`src/rtl/lrsc_monitor.sv`:
```
module lrsc_monitor #(
  parameter int NREQ = 4,
  parameter int AW   = 4,
  parameter int DW   = 32
) (
  input  logic               clk,
  input  logic               rst_n,
  input  logic [NREQ-1:0]    req_valid,
  input  logic [2*NREQ-1:0]  req_op,
  input  logic [AW*NREQ-1:0] req_addr,
  input  logic [DW*NREQ-1:0] req_wdata,
  output logic [NREQ-1:0]    req_ready,
  output logic [NREQ-1:0]    rsp_valid,
  output logic [DW*NREQ-1:0] rsp_data,
  output logic [NREQ-1:0]    rsp_ok
);
  localparam int DEPTH = 1 << AW;
  localparam int IW    = (NREQ > 1) ? $clog2(NREQ) : 1;
  localparam logic [1:0] OP_LD = 2'd0, OP_ST = 2'd1, OP_LR = 2'd2, OP_SC = 2'd3;

  logic [DW-1:0]   mem [DEPTH];
  logic [NREQ-1:0] resv_v;
  logic [AW-1:0]   resv_a [NREQ];

  logic [NREQ-1:0] doomed, need, grant;
  logic            sel_v;
  logic [IW-1:0]   sel;
  logic [1:0]      g_op;
  logic [AW-1:0]   g_addr;
  logic [DW-1:0]   g_wdata;
  logic            wr_en;

  for (genvar i = 0; i < NREQ; i++) begin : g_doom
    assign doomed[i] = req_valid[i] && req_op[2*i +: 2] == OP_SC &&
                       !(resv_v[i] && resv_a[i] == req_addr[AW*i +: AW]);
  end

  assign need = req_valid & ~doomed;

  always_comb begin
    sel_v = 1'b0;
    sel   = '0;
    for (int i = NREQ - 1; i >= 0; i--) begin
      if (need[i]) begin
        sel_v = 1'b1;
        sel   = IW'(i);
      end
    end
  end

  assign grant     = sel_v ? (NREQ'(1) << sel) : '0;
  assign req_ready = doomed | grant;
  assign g_op      = req_op[2*sel +: 2];
  assign g_addr    = req_addr[AW*sel +: AW];
  assign g_wdata   = req_wdata[DW*sel +: DW];
  assign wr_en     = sel_v && (g_op == OP_ST || g_op == OP_SC);

  always_ff @(posedge clk) begin
    if (!rst_n) begin
      for (int k = 0; k < DEPTH; k++) mem[k] <= '0;
    end else if (wr_en) begin
      mem[g_addr] <= g_wdata;
    end
  end

  always_ff @(posedge clk) begin
    if (!rst_n) begin
      resv_v <= '0;
      for (int i = 0; i < NREQ; i++) resv_a[i] <= '0;
    end else begin
      for (int i = 0; i < NREQ; i++) begin
        if (doomed[i]) begin
          resv_v[i] <= 1'b0;
        end else if (grant[i]) begin
          if (g_op == OP_LR) begin
            resv_v[i] <= 1'b1;
            resv_a[i] <= g_addr;
          end else if (g_op == OP_SC) begin
            resv_v[i] <= 1'b0;
          end
        end else if (wr_en && resv_a[i] == g_addr) begin
          resv_v[i] <= 1'b0;
        end
      end
    end
  end

  for (genvar i = 0; i < NREQ; i++) begin : g_rsp
    logic [1:0] op_i;
    assign op_i = req_op[2*i +: 2];
    always_ff @(posedge clk) begin
      if (!rst_n) begin
        rsp_valid[i]          <= 1'b0;
        rsp_ok[i]             <= 1'b0;
        rsp_data[DW*i +: DW]  <= '0;
      end else begin
        rsp_valid[i] <= req_valid[i] && req_ready[i];
        rsp_ok[i]    <= grant[i] && op_i == OP_SC;
        rsp_data[DW*i +: DW] <= (grant[i] && (op_i == OP_LD || op_i == OP_LR)) ?
                                mem[req_addr[AW*i +: AW]] : '0;
      end
    end
  end
endmodule


```
`config.mk`:
```
export PLATFORM = sky130hd
export DESIGN_NAME = lrsc_monitor
export DESIGN_NICKNAME = d
export VERILOG_FILES = /design/src/rtl/lrsc_monitor.sv
export SDC_FILE = /design/constraint.sdc
export NUM_CORES = 2
export LEC_CHECK = 0
export ABC_AREA = 0
export CORE_ASPECT_RATIO = 0.75
export CORE_UTILIZATION = 65
export CTS_CLUSTER_SIZE = 40
export DETAILED_ROUTE_END_ITERATION = 7
export DONT_BUFFER_PORTS = 1
export PLACE_DENSITY = 0.81
export SLEW_MARGIN = 5
export SYNTH_ARGS = -nofsm -noshare
export SYNTH_HDL_FRONTEND = slang
export SYNTH_SLANG_ARGS = --single-unit
```
`constraint.sdc`:
```
create_clock -name clk -period 4.6 [get_ports clk]
set_input_delay 0.46 -clock clk [delete_from_list [all_inputs] [get_ports clk]]
set_output_delay 0.46 -clock clk [all_outputs]
set_load 0.01 [all_outputs]
```
# [Word-level counts from Yosys, hierarchy flattened]
# Memory sizes are Yosys's and may differ from the RTL's. A register that Yosys moved wholly into a read port is not among the register bits.
# Index checks and enable logic that the tools add are counted.
# W data, S select, Z words.
[totals] out_inout_bits=140 rom_bits=0 in_bits=158 wordCells=159 ramBits=528 regBits=12 latchBits=0 mem_count=2
[op_classes] addsub=0 n_shift=4 div_mod_pow=0 order_cmp=0 n_mux=47 eq_ne=23 n_mul=0 bitwise_logic=8 reduce_logical=63
[memory_table] name="mem" words=16 width=32 read_ports=4 rd_clocked_by_memory_dff=4 write_ports=16 line_no="21" rtl="logic [DW-1:0] mem [DEPTH];"
[memory_table] name="resv_a" words=4 width=4 read_ports=4 rd_clocked_by_memory_dff=0 write_ports=4 line_no="23" rtl="logic [AW-1:0] resv_a [NREQ];"
[ops] cell="$shiftx A128 B8 Y32" n=1
[ops] cell="$mux W1" n=36
[ops] cell="$eq A4 B4 Y1" n=8
[ops] cell="$mux W32" n=1
[ops] cell="$reduce_or A32 Y1" n=1
[ops] cell="$logic_and A1 B1 Y1" n=29
[ops] cell="$mux W4" n=6
[ops] cell="$eq A2 B2 Y1 const B" n=10
[ops] cell="$reduce_and A2 Y1" n=8
[ops] cell="$shiftx A16 B5 Y4" n=1
[ops] cell="$ne A3 B1 Y1 const B" n=4
[ops] cell="$logic_not A1 Y1" n=8
[ops] cell="$logic_not A2 Y1" n=4
[ops] cell="$mux W2" n=4
[ops] cell="$reduce_bool A2 Y1" n=4
[ops] cell="$reduce_or A2 Y1" n=4
[ops] cell="$shiftx A8 B4 Y2" n=1
[ops] cell="$logic_or A1 B1 Y1" n=5
[ops] cell="$and A4 B4 Y4" n=1
[ops] cell="$not A4 Y4" n=1
[ops] cell="$or A1 B1 Y1" n=4
[ops] cell="$or A4 B4 Y4" n=1
[ops] cell="$shl A1 B2 Y4 const A" n=1
[ops] cell="$eq A2 B1 Y1 const B" n=1
[ops] cell="$not A1 Y1" n=1

# [Depth between registers and ports, before layout]
[depth] word_depth=19 depth_mapped=12 depth_no_buf=8

# [Worst setup path before layout]
# OpenSTA, ideal clock, no wires.
[synth_path] path_kind="input port to flip-flop" startpoint="input port req_addr[14]" endpoint="memory mem[12][0], enable pin" stages=10 arrival_time_ps=3440 setup_time_ps=389 required_ps=4211 path_buffers=2 setup_slack_ps=771 cell_sequence="buf_2 xor2_1 nor4_4 a22o_4 a311oi_2 a2bb2oi_2 nor3_4 nand4_4 buf_6 nand2_1"
[synth_lines] element="from (decl)" line_no="10" rtl="input logic [AW*NREQ-1:0] req_addr,"
[synth_lines] element="to (decl)" line_no="21"

==> out/results.txt <==
cell accounting for the most synthesized area: edfxtp_1
P per Cell Area: 365 mW/mm2
gr usage total: 42.1%
Worst Hold Depth: 2
Peak VDD IR: 0.306 mV
root buffer cell: clkbuf_16
top cells by area, synth: edfxtp_1, mux4_2, dfxtp_1, nor2_1, nor2b_1
area share of the largest cell type after synthesis: 40.6%
initial antenna violation count: 5
Max stage delay cell, worst path: a221oi_4
actual slew at the worst max-slew pin: 1300 ps
fillcell total: 3,539
Final Critical Period: 4010 ps
Clock Latency Late Sink: 640 ps
R2R Setup Slk: 590 ps
post-synthesis cell count: 2,494
Max Slew Vio Count: 0
Post-DRT Antenna Nets: 0
Total Power: 0.0153 W
Worst setup EP type: register
Via density: 8.35
min-delay src: req_op[7]
EDFF count, synth: 528
H-tree Lvls: 3
floorplan row count: 77
TritonRoute pass-1 iters: 8
final setup violation count: 0
cells along the critical path: xnor2_1, nand3_1, o21ai_1, o31ai_4, buf_4, a221oi_4, nand4_1, nand2_2, buf_12
grt total ovfl: 0
final WL: 126,000 um
Core Area: 0.0592 mm2
worst reg-to-reg path cell count: 9
synth unique cells: 57
deepest clock path buffer count: 3
CTS tree: yes
crit path launch type: register
PortBufs: 0
Clock Pin Slew Worst Setup and Hold Paths: 70 ps
die width: 285 um
Syn-to-layout area delta: 7.48%
top cell family by delay on the critical path: compound AO/OA/AOI/OAI gates
final hold vios: 0
Nets: 2,529
first-pass GRT wire length: 184,000 um
warning count from the yosys run: 0
most common library cells after synthesis: mux4_2, nor2_1, edfxtp_1, clkbuf_1, dfxtp_1
Post-Route Setup TNS: 0 ps
via count: 26.9k
effective utilization at floorplan: 66.1%
WP buf/inv: 2
Tightest Hold Check Type: input pin to register
crit-path max FO: 19
Post-synth top flop: edfxtp_1
number of synthesized register bits: 668
RSZ-0062 raised after global routing: false
vias in the first global route: 27.1k
Critical Path RT: 4920 ps
drt wl/cell: 39.3 um
DP HPWL: 70,100 um
mapped cell area: 0.0391 mm2
period utilisation layout: 87.2%
Avg Synthesized Cell Area: 15.7 um2
Hold Crit Endpoint: rsp_ok[3]$_SDFF_PN0_
worst r2r src: resv_a[2][1]$_SDFFCE_PN0P_
layout cell share with drive strength beyond 1: 36.1%
f_max: 0.249 GHz
register area share after synthesis: 47.7%
P_leak: 13.4 nW
Worst R2R End: mem[8][17]$_SDFFCE_PN0P_
DP Area: 0.0397 mm2
Placer Congestion: 0.950
DRT iter0 DRCs: 4,994
max-cap violations: 0
CTS sink cnt: 668
Worst slew margin: 13.0%
design area: 0.0420 mm2
delay of the slowest critical-path stage: 680 ps
CTS buffer count: 68
I/O pins: 298
Post-CTS Repair Setup Buffers: 0
Die Span Y: 214 um
hold slack: 43.4 ps
asr flop ratio synth: 0%
crit path DAT: 4330 ps
status: finished clean
most frequent cell after synthesis: mux4_2
clk_skew: 32.4 ps
Crit Path Class: register to register
DIE AREA: 0.0611 mm2
Final Core Density: 71.0%
syn_nets: 2,652
largest net degree at the start of global routing: 133
DRC Markers: 0
[cell type report]
type,instances,area (um2),area share (%)
tap,790,988,2.35
multi-input combinational,1554,19400,46.1
antenna,1,2.50,0.00595
timing repair buffer,75,738,1.76
clock buffer,96,1980,4.71
sequential,668,18700,44.4
inverter,4,15.0,0.0357
clock inverter,29,285,0.679
[how the worst max path moves through the flow]
stage / from / end / slack, ps / cells past startpoint
floorplan: req_addr[14] / mem[12][0]$_SDFFCE_PN0P_ / 770 / 10
global placement: req_addr[0] / mem[2][4]$_SDFFCE_PN0P_ / 740 / 10
detailed placement: req_addr[0] / mem[2][5]$_SDFFCE_PN0P_ / 650 / 10
CTS: resv_a[2][1]$_SDFFCE_PN0P_ / mem[2][14]$_SDFFCE_PN0P_ / 680 / 9
global route: resv_a[2][1]$_SDFFCE_PN0P_ / mem[2][14]$_SDFFCE_PN0P_ / 430 / 9
finish: resv_a[2][1]$_SDFFCE_PN0P_ / mem[8][17]$_SDFFCE_PN0P_ / 590 / 9
[state kept, by name, summed over array words and instances (netlist names)]
register / cells
mem: 512
rsp_ok: 4
rsp_data: 128
resv_v: 4
rsp_valid: 4
resv_a: 16
[per-layer routing]
metal  track usage, %  vias to the layer above  wire length [um]
li1                 -                     9866                 -
met1             57.6                    13381             38800
met2             59.9                     3077             55800
met3             17.4                      539             24600
met4             19.1                        6              7060
met5                0                        -                41
[through the flow]
stage	setup WS (ps)	instances
global route	433	3217
global placement	738	3086
finish	590	3217
floorplan	771	2494
detailed placement	647	3086
CTS	683	3216
[power by group]
part | internal (W) | leakage, nW | switching, W
clock network | 0.00326 | 1.11 | 0.00247
registers | 0.00688 | 6.17 | 0.000362
logic | 0.00132 | 6.10 | 0.00104
[logic make-up after synthesis]
family,after synthesis,share of synthesized area (%)
compound gates,119,2.70
xor+xnor,32,0.717
buf+inv,272,3.04
flops,668,47.7
mux,640,36.9
simple gates,763,8.96
[layout by cell type (no fill, tap or decap), drive strengths merged, types with 5 or more instances in the layout]
| cell type | n |
|---|---|
| a222oi | 32 |
| edfxtp | 528 |
| nand2 | 39 |
| xor2 | 6 |
| clkbuf | 96 |
| nand3 | 16 |
| buf | 70 |
| inv | 10 |
| nor2b | 130 |
| mux4 | 640 |
| nor2 | 536 |
| xnor2 | 26 |
| a21oi | 5 |
| o21ai | 15 |
| a21boi | 33 |
| a32oi | 5 |
| nor3 | 6 |
| clkinv | 16 |
| dlygate4sd3 | 5 |
| dfxtp | 140 |
| nand4 | 21 |
| and3 | 5 |
[timing repair]
action	in CTS	in global routing
endpoints found under the hold margin	7	0
resized for setup	0	0
hold buffers	5	0
endpoints found under the setup margin	0	0
(Power assumes the default switching activity.)
